[config.mk]
export PLATFORM = sky130hd
export DESIGN_NAME = scan_fifo_presenter
export DESIGN_NICKNAME = d
export VERILOG_FILES = /design/src/rtl/scanq_pkg.sv /design/src/rtl/scanq_ring.sv /design/src/rtl/scanq_ce_edge.sv /design/src/rtl/scanq_presenter.sv /design/src/rtl/scan_fifo_presenter.sv
export SDC_FILE = /design/constraint.sdc
export NUM_CORES = 1
export LEC_CHECK = 0
export ABC_AREA = 0
export BUFFER_PORTS_ARGS = -buffer_cell sky130_fd_sc_hd__buf_2
export CAP_MARGIN = 20
export CORE_ASPECT_RATIO = 0.6
export CORE_UTILIZATION = 30
export CTS_CLUSTER_DIAMETER = 120
export DETAILED_ROUTE_END_ITERATION = 8
export GPL_ROUTABILITY_DRIVEN = 0
export HOLD_SLACK_MARGIN = 0.08
export PLACE_DENSITY = 0.5
export SLEW_MARGIN = 20
export SYNTH_ARGS = -nofsm -noshare
export SYNTH_HDL_FRONTEND = slang
export SYNTH_SLANG_ARGS = --single-unit
[constraint.sdc]
create_clock -name clk -period 3.1 [get_ports clk]
set_input_delay 0.775 -clock clk [delete_from_list [all_inputs] [get_ports clk]]
set_output_delay 0.775 -clock clk [all_outputs]
set_load 0.02 [all_outputs]
[src/rtl/scanq_pkg.sv]
package scanq_pkg;
  localparam int unsigned CODE_W = 8;

  typedef enum logic [1:0] {
    XF_IDLE  = 2'd0,
    XF_SHIFT = 2'd1,
    XF_LATCH = 2'd2
  } xfer_state_e;
endpackage

[src/rtl/scanq_ring.sv]
module scanq_ring #(
  parameter int unsigned W     = 8,
  parameter int unsigned DEPTH = 8,
  localparam int unsigned AW   = (DEPTH > 1) ? $clog2(DEPTH) : 1,
  localparam int unsigned OCW  = $clog2(DEPTH + 1)
) (
  input  logic           clk,
  input  logic           rst_n,
  input  logic           wr_en,
  input  logic [W-1:0]   wr_data,
  input  logic           rd_en,
  output logic [W-1:0]   rd_data,
  output logic           empty,
  output logic           full,
  output logic [OCW-1:0] occ
);
  logic [W-1:0]  mem [DEPTH];
  logic [AW-1:0] wr_ptr, rd_ptr;

  function automatic logic [AW-1:0] step(input logic [AW-1:0] p);
    return (p == AW'(DEPTH - 1)) ? '0 : p + 1'b1;
  endfunction

  always_ff @(posedge clk or negedge rst_n) begin
    if (!rst_n) begin
      wr_ptr <= '0;
      rd_ptr <= '0;
      occ    <= '0;
    end else begin
      if (wr_en) wr_ptr <= step(wr_ptr);
      if (rd_en) rd_ptr <= step(rd_ptr);
      case ({wr_en, rd_en})
        2'b10:   occ <= occ + 1'b1;
        2'b01:   occ <= occ - 1'b1;
        default: occ <= occ;
      endcase
    end
  end

  always_ff @(posedge clk) begin
    if (wr_en) mem[wr_ptr] <= wr_data;
  end

  assign rd_data = mem[rd_ptr];
  assign empty   = (occ == '0);
  assign full    = (occ == OCW'(DEPTH));
endmodule

[src/rtl/scanq_ce_edge.sv]
module scanq_ce_edge #(
  parameter int unsigned STAGES = 2
) (
  input  logic clk,
  input  logic rst_n,
  input  logic ce_n_async,
  output logic rd_pulse
);
  // sh[STAGES-1] is the synchronised level, sh[STAGES] its previous value
  logic [STAGES:0] sh;

  always_ff @(posedge clk or negedge rst_n) begin
    if (!rst_n) sh <= '1;
    else        sh <= {sh[STAGES-1:0], ce_n_async};
  end

  assign rd_pulse = sh[STAGES] & ~sh[STAGES-1];
endmodule

[src/rtl/scanq_presenter.sv]
module scanq_presenter
  import scanq_pkg::*;
#(
  parameter int unsigned W = 8,
  localparam int unsigned BCW = (W > 1) ? $clog2(W) : 1
) (
  input  logic         clk,
  input  logic         rst_n,
  input  logic         avail,
  input  logic [W-1:0] pop_data,
  input  logic         rd_clr,
  output logic         pop,
  output logic [W-1:0] out_q,
  output logic         pending
);
  xfer_state_e    state;
  logic [W-1:0]   src;
  logic [W-1:0]   stage;
  logic [BCW-1:0] bitcnt;

  assign pop = (state == XF_IDLE) && avail && !pending;

  always_ff @(posedge clk or negedge rst_n) begin
    if (!rst_n) begin
      state   <= XF_IDLE;
      src     <= '0;
      stage   <= '0;
      bitcnt  <= '0;
      out_q   <= '0;
      pending <= 1'b0;
    end else begin
      case (state)
        XF_IDLE: begin
          if (pop) begin
            src    <= pop_data;
            bitcnt <= '0;
            state  <= XF_SHIFT;
          end
        end
        XF_SHIFT: begin
          // one shift-clock pulse: MSB of the source enters the stage
          stage  <= {stage[W-2:0], src[W-1]};
          src    <= {src[W-2:0], 1'b0};
          bitcnt <= bitcnt + 1'b1;
          if (bitcnt == BCW'(W - 1)) state <= XF_LATCH;
        end
        XF_LATCH: begin
          out_q   <= stage;
          pending <= 1'b1;
          state   <= XF_IDLE;
        end
        default: state <= XF_IDLE;
      endcase

      // host read: a latch in the same cycle takes priority
      if (rd_clr && state != XF_LATCH) begin
        out_q   <= '0;
        pending <= 1'b0;
        if (state == XF_IDLE) stage <= '0;
      end
    end
  end
endmodule

[src/rtl/scan_fifo_presenter.sv]
module scan_fifo_presenter
  import scanq_pkg::*;
#(
  parameter int unsigned DEPTH     = 8,
  parameter int unsigned CE_STAGES = 2,
  localparam int unsigned OCW      = $clog2(DEPTH + 1)
) (
  input  logic              clk,
  input  logic              rst_n,
  input  logic              in_valid,
  output logic              in_ready,
  input  logic [CODE_W-1:0] in_data,
  input  logic              host_ce_n,
  output logic [CODE_W-1:0] out_q,
  output logic              pending,
  output logic              overflow
);
  logic              q_empty, q_full, q_pop, rd_pulse;
  logic [CODE_W-1:0] q_head;
  logic [OCW-1:0]    occ;
  logic              q_push;

  assign in_ready = !q_full;
  assign q_push   = in_valid && !q_full;

  scanq_ring #(.W(CODE_W), .DEPTH(DEPTH)) u_ring (
    .clk     (clk),
    .rst_n   (rst_n),
    .wr_en   (q_push),
    .wr_data (in_data),
    .rd_en   (q_pop),
    .rd_data (q_head),
    .empty   (q_empty),
    .full    (q_full),
    .occ     (occ)
  );

  scanq_ce_edge #(.STAGES(CE_STAGES)) u_ce (
    .clk        (clk),
    .rst_n      (rst_n),
    .ce_n_async (host_ce_n),
    .rd_pulse   (rd_pulse)
  );

  scanq_presenter #(.W(CODE_W)) u_pres (
    .clk      (clk),
    .rst_n    (rst_n),
    .avail    (!q_empty),
    .pop_data (q_head),
    .rd_clr   (rd_pulse),
    .pop      (q_pop),
    .out_q    (out_q),
    .pending  (pending)
  );

  always_ff @(posedge clk or negedge rst_n) begin
    if (!rst_n) overflow <= 1'b0;
    else        overflow <= in_valid && q_full;
  end
endmodule

==> results of run 1 <==
worst register-to-register path: stages, from the launching register on:
cell	delay (ns)
dfrtp_1	0.46
or4b_1	0.61
nand2_1	0.21
ha_1	0.35
ha_1	0.28
a21oi_1	0.24
o21ai_0	0.16
o311ai_0	0.34
kinds of logic after synthesis:
logic type,Yosys count,share of synthesized area
and+or+nand+nor,70,0.07256
muxes,27,0.1140
AOI/OAI and AO/OA,38,0.06541
adders and majority gates,10,0.03028
xor gates and xnor gates,2,0.004000
DFF,108,0.6909
buffers and inverters,19,0.02285
worst max path at each step:
stage / from / to
after floorplan: u_ring.occ[0] / u_ring.occ[3]
after global placement: u_ring.occ[0] / u_ring.occ[3]
after detailed placement: u_ring.occ[0] / u_ring.occ[3]
after CTS: u_ring.occ[0] / u_ring.occ[3]
after global routing: u_ring.occ[1] / u_ring.occ[3]
final: u_ring.occ[0] / u_ring.occ[3]
routing by layer:
| layer | part of all wire | wire [um] | vias to the layer above |
|---|---|---|---|
| li1 | - | - | 1108 |
| met1 | 0.55 | 4616 | 1175 |
| met2 | 0.42 | 3527 | 42 |
| met3 | 0.033 | 278 | 2 |
| met4 | 0.0030 | 25 | 0 |
| met5 | 0 | 0 | - |
power breakdown:
part	leakage (uW)	internal, uW	switching (uW)
sequential	0.00114	1860	298
clock	0.000155	590	592
combinational	0.000693	630	679
total	0.00198	3080	1570
area by class of cell:
class,instances,area share
Inverter,8,0.005914
Multi-Input combinational cell,147,0.2469
Clock inverter,7,0.01799
Sequential cell,108,0.5961
Tap cell,192,0.04731
Timing Repair Buffer,35,0.04140
Clock buffer,9,0.04436
state kept, by name (all words and copies together), names as in the netlist:
signal / flops
u_ce.sh: 3
u_pres.src: 8
overflow: 1
u_ring.wr_ptr: 3
u_ring.mem: 64
u_pres.out_q: 8
u_pres.state: 2
u_ring.occ: 4
u_ring.rd_ptr: 3
u_pres.pending: 1
u_pres.stage: 8
u_pres.bitcnt: 3
placed cells by master, fill, tap and decap left out, drive strengths merged, types with 7 or more instances in the layout:
cell | Yosys | layout
a22o | 8 | 8
nand2 | 33 | 33
inv | 8 | 13
a221o | 7 | 7
o21ai | 9 | 9
buf | 6 | 35
edfxtp | 64 | 64
dfrtp | 41 | 41
mux2i | 9 | 9
nor2 | 15 | 15
ha | 9 | 9
clkbuf | 5 | 9
mux4 | 16 | 16
a21oi | 10 | 10
synth_stat cells (2+ instances only):
master / number
mux2i_1: 9
nand2_1: 33
a21oi_1: 10
dfstp_2: 3
o21ai_0: 8
a221o_1: 7
nand2b_1: 5
clkbuf_1: 5
nand3_1: 2
nor2_1: 14
a22o_1: 8
nor3_1: 6
mux4_1: 7
mux2_2: 2
a21o_1: 2
edfxtp_1: 64
ha_1: 9
inv_1: 7
dfrtp_1: 41
buf_2: 4
mux4_2: 9
nor2b_1: 2
metrics by stage:
stage	hold WS (ns)	util	total power, uW
after floorplan	0.3452	-	3111
final	0.3644	0.3638	4646
after CTS	0.3679	0.3636	4717
after global routing	0.3682	0.3638	4960
after detailed placement	0.3591	0.3410	3519
after global placement	0.3503	0.3410	3473
==> summary.md, run 1 <==
| Metric | Value |
|---|---|
| CTS Buffer Depth | 2 |
| Detailed placement HPWL | 5722 um |
| Final Cell Area | 0.005077 sq mm |
| Area Growth Syn to Fin | 15.91% |
| CP Data Required Time | 3.33 ns |
| Worst R2R Setup Slack | 0.34 ns |
| Worst-Skew Late Latency | 0.35 ns |
| Post-CTS resize count | 0 |
| Slew @ Worst Pin | 0.8754 ns |
| CP endpoint kind | flip-flop |
| Die X | 158 um |
| Final #Nets | 331 |
| Max VDD drop | 355.7 uV |
| CTS HTree Levels | 3 |
| Synth area leader | edfxtp_1 |
| # placed instances | 490 |
| GRT Overall Usage | 0.1232 |
| Cell mode on critical path | ha_1 |
| CP Cell Sequence | or4b_1 > nand2_1 > ha_1 > ha_1 > a21oi_1 > o21ai_0 > o311ai_0 |
| Min-Delay Endpoint | u_ce.sh[2] |
| Starting DRT DRC Count | 155 |
| Initial antenna violation count | 0 |
| Post-CTS setup buffers | 0 |
| WHS Path Cells | 0 |
| RSZ-0062 raised after global routing | false |
| DRC viols | 0 |
| Number of synthesized flops with an enable pin | 64 |
| Post-synth cell types | 39 |
| Avg Cell Area, Syn | 15.99 sq um |
| Initial core utilization | 0.3139 |
| Run status | finished, final reports clean |
| Post-route minimum period | 2.763 ns |
| Fillers | 1341 |
| Row count | 33 |
| HP Class | flip-flop to flip-flop |
| Post-DP Area | 0.004758 sq mm |
| Die Height | 95.60 um |
| Clk slew on worst S/H paths | 0.08 ns |
| Mapped Area | 0.004380 sq mm |
| CP Buf/Inv Count | 0 |
| Buffers on Ports | 22 |
| Pre-antenna DRT Iters | 4 |
| Max stage delay on crit path | 0.61 ns |
| Pre-CTS setup slack | 0.3788 ns |
| Setup TNS | 0 ns |
| Met3 GRT Util | 0.03500 |
| Synth Net Count | 296 |
| Largest net degree at the start of global routing | 45 |
| Clock sinks | 108 |
| Core Region | 0.01396 sq mm |
| Yosys warns | 0 |
| Setup violations, final | 0 |
| Storage cell area | 0.003027 sq mm |
| Max Cap Viol | 0 |
| Worst r2r src | u_ring.occ[0] |
| Period utilisation layout | 0.8912 |
| Filler-free cell count of the finished design | 506 |
| WS Path Type | flip-flop to flip-flop |
| Hold Crit Start | u_ce.sh[1] |
| FF-to-FF End | u_ring.occ[3] |
| Slew HR | 0.4119 |
| First-pass GRT wire length | 13290 um |
| Leak | 0.001985 uW |
| Synth async-reset ratio | 0.4074 |
| Pins Over Slew Limit | 0 |
| Nature of the critical path startpoint | flip-flop |
| Gr ovfl total | 0 |
| DRT antenna net count | 0 |
| Num CTS Buffers | 9 |
| Post-Synthesis Cells | 274 |
| Clock skew | 0.01162 ns |
| Die ar. | 0.01510 sq mm |
| Crit path max fanout | 8 |
| Met2 Track Usage GR | 0.1689 |
| Layout cells sized above 1 | 0.2197 |
| Vias in the first global route | 2311 |
| Ys flop type | edfxtp_1 |
| CTS root buf | clkbuf_16 |
| R2R cell count | 7 |
| Routed WL | 8448 um |
| Global Route met1 Usage | 0.1832 |
| Hold buffers post-CTS | 0 |
| Top post-synthesis cells by area | edfxtp_1, dfrtp_1, mux4_2 |
| Sequential area share after synthesis | 0.6909 |
| WP data arrival | 2.99 ns |
| Footprint of the multi-input gates | 0.001254 sq mm |
| Slack of the critical path | 0.3372 ns |
| Slowest cell on crit path | or4b_1 |
| Busiest grt layer | met1 |
| Wire length per cell | 16.70 um |
| I/O pin cnt | 23 |
| Cell count along the critical path | 7 |
| TritonCTS clock tree | done |
| Fin. Hold Viols | 0 |
| CP delay by family, top | simple AND/OR/NAND/NOR gates |
| Register bit total from synthesis | 108 |
| Post-synth top area share | 0.4387 |
| Vias per Instance | 4.599 |
| Power Density | 915.0 mW/mm^2 |
| Vias | 2327 |
| N_diodes | 0 |
| Fmax | 362.0 MHz |
(Power assumes the default switching activity.)
==> inputs of run 2 (changes only) <==
--- a/config.mk
+++ b/config.mk
@@ -5,7 +5,7 @@
 export SDC_FILE = /design/constraint.sdc
 export NUM_CORES = 1
 export LEC_CHECK = 0
-export ABC_AREA = 0
+export ABC_AREA = 1
 export BUFFER_PORTS_ARGS = -buffer_cell sky130_fd_sc_hd__buf_2
 export CAP_MARGIN = 20
 export CORE_ASPECT_RATIO = 0.6
==> summary.md, run 2 <==
| Metric | Value |
|---|---|
| Footprint of the multi-input gates | 0.001309 sq mm |
| Core Region | 0.01546 sq mm |
| Gr ovfl total | 0 |
| Die Height | 99.71 um |
| Max Cap Viol | 0 |
| I/O pin cnt | 23 |
| Slew @ Worst Pin | 0.7833 ns |
| Slew HR | 0.4759 |
| Final Cell Area | 0.005301 sq mm |
| GRT Overall Usage | 0.1448 |
| Ys flop type | edfxtp_1 |
| Fmax | 473.9 MHz |
| Pins Over Slew Limit | 0 |
| Switch share | 0.3956 |
| TritonCTS clock tree | done |
| Filler-free cell count of the finished design | 703 |
| Most common cell in the netlist | nand2_1 |
| Pre-antenna DRT Iters | 4 |
| CP Buf/Inv Count | 1 |
| Pre-CTS setup slack | 0.8125 ns |
| Flop pwr share | 0.427 |
| Die X | 164.8 um |
| Vias | 3155 |
| Leak | 0.002435 uW |
| Yosys warns | 0 |
| DRC viols | 0 |
| Hold buffers post-CTS | 0 |
| Final #Nets | 517 |
| Crit path max fanout | 15 |
| Largest net degree at the start of global routing | 45 |
| Switching power | 1947 uW |
| Post-CTS setup buffers | 0 |
| Sequential area share after synthesis | 0.6341 |
| Nature of the critical path startpoint | flip-flop |
| Post-DP Area | 0.005031 sq mm |
| Run status | finished, final reports clean |
| Top cells by count, synth | nand2_1, inv_1, edfxtp_1, nand3_1, dfrtp_1 |
| Internal Pwr Total | 2975 uW |
| Register with the most flip-flops | u_ring.mem |
| CTS Buffer Depth | 2 |
| Storage cell area | 0.003027 sq mm |
| Vias per Instance | 4.488 |
| Area Growth Syn to Fin | 11.06% |
| Post-Synthesis Cells | 477 |
| Initial antenna violation count | 0 |
| Clock power frac | 0.217 |
| Setup TNS | 0 ns |
| Vias in the first global route | 2984 |
| Initial core utilization | 0.3088 |
| Setup violations, final | 0 |
| Logic gate share of total power | 0.356 |
| CP endpoint kind | flip-flop |
| Number of synthesized flops with an enable pin | 64 |
| Post-synth cell types | 27 |
| Max stage delay on crit path | 0.42 ns |
| RSZ-0062 raised after global routing | false |
| Commonest cells after routing, fill and taps aside | nand2_1, inv_1, nand3_1, edfxtp_1, dfrtp_1 |
| First-pass GRT wire length | 17310 um |
| Wire length per cell | 15.20 um |
| Layout cells sized above 1 | 0.1160 |
| Slack of the critical path | 0.9899 ns |
| N_diodes | 0 |
| Post-CTS resize count | 0 |
| Fillers | 1560 |
| Clock skew | 0.006917 ns |
| Synth async-reset ratio | 0.4074 |
| Commonest non-fill, non-tap cell in the layout | nand2_1 |
| CP Data Required Time | 3.34 ns |
| DRT antenna net count | 0 |
| Cell mode on critical path | nand2_1 |
| Power Density | 928.4 mW/mm^2 |
| Slowest cell on crit path | dfrtp_1 |
| Fin. Hold Viols | 0 |
| Worst-Skew Late Latency | 0.35 ns |
| Starting DRT DRC Count | 281 |
| # placed instances | 687 |
| Buffers on Ports | 22 |
| Max reg flops | 64 |
| Period utilisation layout | 0.6807 |
| Top post-synthesis cells by area | edfxtp_1, dfrtp_1, nand2_1 |
| Detailed placement HPWL | 7417 um |
| Avg Cell Area, Syn | 10.01 sq um |
| Row count | 35 |
| Max VDD drop | 327.3 uV |
| CP Cell Sequence | nor2_2 > nand2_2 > nand2_4 > inv_6 > ha_1 > ha_1 > a21oi_1 > nand2_1 > nand2_1 > nand2_1 > nand2_1 > nand2_1 |
| Num CTS Buffers | 9 |
| Clock sinks | 108 |
| Register bit total from synthesis | 108 |
| Post-route minimum period | 2.110 ns |
| Clk slew on worst S/H paths | 0.07 ns |
| WP data arrival | 2.35 ns |
| HP Class | flip-flop to flip-flop |
| CTS root buf | clkbuf_16 |
| Synth area leader | edfxtp_1 |
| Routed WL | 10690 um |
| Post-synth top area share | 0.4026 |
| Die ar. | 0.01644 sq mm |
| CP delay by family, top | simple AND/OR/NAND/NOR gates |
| Mapped Area | 0.004773 sq mm |
| WS Path Type | flip-flop to flip-flop |
| CTS HTree Levels | 3 |
| Synth Net Count | 499 |
[run 2: routing by layer]
metal	GRT usage	part of all wire
met3	0.03628	0.081
met5	0	0
met4	0.04305	0.0085
met1	0.2392	0.53
met2	0.1761	0.38
[run 2: worst paths after layout]
kind / depth (start not counted) / end / startpoint / slack, ns
worst min-delay path: 0 / u_ce.sh[1] / u_ce.sh[0] / 0.36
worst max register to register: 12 / u_ring.occ[3] / u_ring.occ[1] / 0.99
max in group asynchronous: 1 / u_pres.src[7] / rst_n / 2.28
min in group asynchronous: 1 / overflow / rst_n / 0.43
worst min register to register: 0 / u_ce.sh[1] / u_ce.sh[0] / 0.36
worst max-delay path: 12 / u_ring.occ[3] / u_ring.occ[1] / 0.99
[run 2: final cells by class]
type | instances | area share
timing repair buffer | 23 | 0.02266
sequential | 108 | 0.5709
clock inverter | 6 | 0.007317
multi-input combinational | 268 | 0.2469
inverter | 85 | 0.06113
clock buffer | 10 | 0.04319
tap | 203 | 0.04791
[run 2: power groups by stage]
stage | clock (uW) | combinational [uW] | sequential (uW)
3_3_place_gp | 0 | 1740 | 2120
2_1_floorplan | 0 | 1370 | 2070
4_1_cts | 1090 | 1760 | 2100
5_1_grt | 1150 | 2020 | 2140
6_report | 1070 | 1750 | 2100
3_5_place_dp | 0 | 1760 | 2120
[run 2: cell families after synthesis]
group / count (synthesis) / share of synthesized area
xor+xnor: 3 / 0.005506
compound gates: 35 / 0.03958
fa+ha+maj: 10 / 0.02779
simple gates: 220 / 0.2013
buf+inv: 101 / 0.09174
flops: 108 / 0.6341
[run 2: through the flow]
stage               hold slack (ns)  total power (uW)    util
finish                       0.3571              4922  0.3429
global route                 0.3629              5310  0.3429
CTS                          0.3579              4953  0.3428
detailed placement           0.3470              3881  0.3255
global placement             0.3453              3858  0.3255
floorplan                    0.3452              3446       -
==> inputs of run 3 (changes only) <==
--- a/config.mk
+++ b/config.mk
@@ -5,7 +5,7 @@
 export SDC_FILE = /design/constraint.sdc
 export NUM_CORES = 1
 export LEC_CHECK = 0
-export ABC_AREA = 1
+export ABC_AREA = 0
 export BUFFER_PORTS_ARGS = -buffer_cell sky130_fd_sc_hd__buf_2
 export CAP_MARGIN = 20
 export CORE_ASPECT_RATIO = 0.6
==> constraint.sdc (replaced) <==
create_clock -name clk -period 1.95 [get_ports clk]
set_input_delay 0.4875 -clock clk [delete_from_list [all_inputs] [get_ports clk]]
set_output_delay 0.4875 -clock clk [all_outputs]
set_load 0.02 [all_outputs]
==> summary.md, run 3 (synthesis results as in run 1) <==
| Metric | Value |
|---|---|
| WS Path Type | flip-flop to flip-flop |
| Clock sinks | 108 |
| Starting DRT DRC Count | 125 |
| Num CTS Buffers | 9 |
| Detailed placement HPWL | 5909 um |
| Clock skew | 0.009728 ns |
| Worst-Skew Late Latency | 0.35 ns |
| Final hold slack | 0.2270 ns |
| Hold Crit Start | host_ce_n |
| Max reg flops | 64 |
| Met3 GRT Util | 0.04455 |
| Layout cells sized above 1 | 0.3214 |
| Global Route met1 Usage | 0.2040 |
| RSZ-0062 raised after global routing | true |
| DRT antenna net count | 0 |
| Row count | 33 |
| Max stage delay on crit path | 0.57 ns |
| Commonest non-fill, non-tap cell in the layout | edfxtp_1 |
| Register with the most flip-flops | u_ring.mem |
| Initial antenna violation count | 0 |
| Vias | 2415 |
| HP Class | primary input to flip-flop |
| Max VDD drop | 468.2 uV |
| N_diodes | 0 |
| First-pass GRT wire length | 14380 um |
| Filler-free cell count of the finished design | 528 |
| CTS HTree Levels | 3 |
| TritonCTS clock tree | done |
| Crit. Startpoint | u_ring.occ[0] |
| CP Cell Sequence | or4b_4 > nand2_4 > ha_4 > ha_4 > inv_1 > or3_1 > nand4b_1 > o311ai_1 |
| Power Density | 1462 mW/mm^2 |
| Die Height | 95.60 um |
| Wire length per cell | 16.78 um |
| CTS Buffer Depth | 2 |
| CTS root buf | clkbuf_16 |
| Busiest grt layer | met1 |
| Die ar. | 0.01510 sq mm |
| Area Growth Syn to Fin | 22.48% |
| Die X | 158 um |
| Period utilisation layout | 1.089 |
| CP Data Required Time | 2.17 ns |
| Cell mode on critical path | ha_4 |
| Crit path max fanout | 4 |
| Post-DP Area | 0.004940 sq mm |
| Met2 Track Usage GR | 0.1751 |
| Slowest cell on crit path | or4b_4 |
| Nature of the critical path startpoint | flip-flop |
| Largest net degree at the start of global routing | 20 |
| Max Cap Viol | 0 |
| Gr ovfl total | 0 |
| Routed WL | 8861 um |
| Final #Nets | 353 |
| Core Region | 0.01396 sq mm |
| Slew HR | 0.5960 |
| GRT Overall Usage | 0.1330 |
| CP delay by family, top | simple AND/OR/NAND/NOR gates |
| I/O pin cnt | 23 |
| # placed instances | 506 |
| Pre-antenna DRT Iters | 4 |
| Total chip power | 7846 uW |
| Run status | finished, violations left |
| Vias per Instance | 4.574 |
| Slack of the critical path | -0.1736 ns |
| Initial core utilization | 0.3139 |
| Slew @ Worst Pin | 0.6053 ns |
| Commonest cells after routing, fill and taps aside | edfxtp_1, dfrtp_1, nand2_1 |
| CP endpoint kind | flip-flop |
| DRC viols | 0 |
| Vias in the first global route | 2546 |
| Worst r2r src | u_ring.occ[0] |
| Failing checks | setup timing |
| Leak | 0.002091 uW |
| Fmax | 470.9 MHz |
| Buffers on Ports | 22 |
| Fin. Hold Viols | 0 |
| Setup violations, final | 4 |
| WP data arrival | 2.34 ns |
| Post-route minimum period | 2.124 ns |
| CP Buf/Inv Count | 1 |
| Clk slew on worst S/H paths | 0.08 ns |
| Final Cell Area | 0.005365 sq mm |
| Pins Over Slew Limit | 0 |
==> run 3: cell count changes in the layout (fill, tap and decap cells not counted), sizes merged, moves of 9 or more <==
cell / delta
inv: -75
nand2: -104
mux2i: +9
mux4: +16
buf: +33
nand3: -66
==> run 3: layout make-up <==
| type | count | area, sq um |
|---|---|---|
| sequential | 108 | 3028 |
| clock buffer | 9 | 225.2 |
| clock inverter | 7 | 56.30 |
| multi-input combinational | 147 | 1355 |
| inverter | 8 | 30.03 |
| timing repair buffer | 57 | 430.4 |
| tap | 192 | 240.2 |
| fill | 1339 | 8591 |
==> run 3: timing repair <==
action | in CTS | in global routing
gates resized for setup | 19 | 3
buffers inserted | 5 | 1
endpoints found under the setup margin | 52 | 12
pin swaps | 9 | 4
cloned | 0 | 0
hold buffers | 1 | 0
endpoints found under the hold margin | 15 | 0
==> run 3: metrics by stage <==
stage,setup WS [ns],util,setup TNS [ns]
global route,-0.2692,0.3844,-0.6559
global placement,-0.1925,0.3540,-4.635
floorplan,-0.1837,-,-0.3475
detailed placement,-0.1853,0.3540,-5.635
CTS,-0.1620,0.3828,-0.4463
finish,-0.1736,0.3844,-0.4155
==> run 3: routing by layer <==
layer	part of all wire	up-vias
met4	0.0097	0
met1	0.56	1226
met3	0.038	9
met5	0	-
li1	-	1153
met2	0.40	27
==> run 3: report_power, final <==
group	switching (uW)	leakage [uW]	internal (uW)
combinational	1410	0.000822	1410
clock	862	0.000132	883
sequential	322	0.00114	2960
==> run 3: final timing paths <==
path | end | slack (ns) | cells after the start
hold reg to reg | u_ce.sh[1] | 0.36 | 0
hold / removal | u_ce.sh[0] | 0.23 | 1
setup reg to reg | u_ring.occ[3] | -0.17 | 8
setup / recovery | u_ring.occ[3] | -0.17 | 8
max in group asynchronous | u_ce.sh[2] | 0.72 | 3
min in group asynchronous | u_pres.out_q[6] | 0.60 | 2
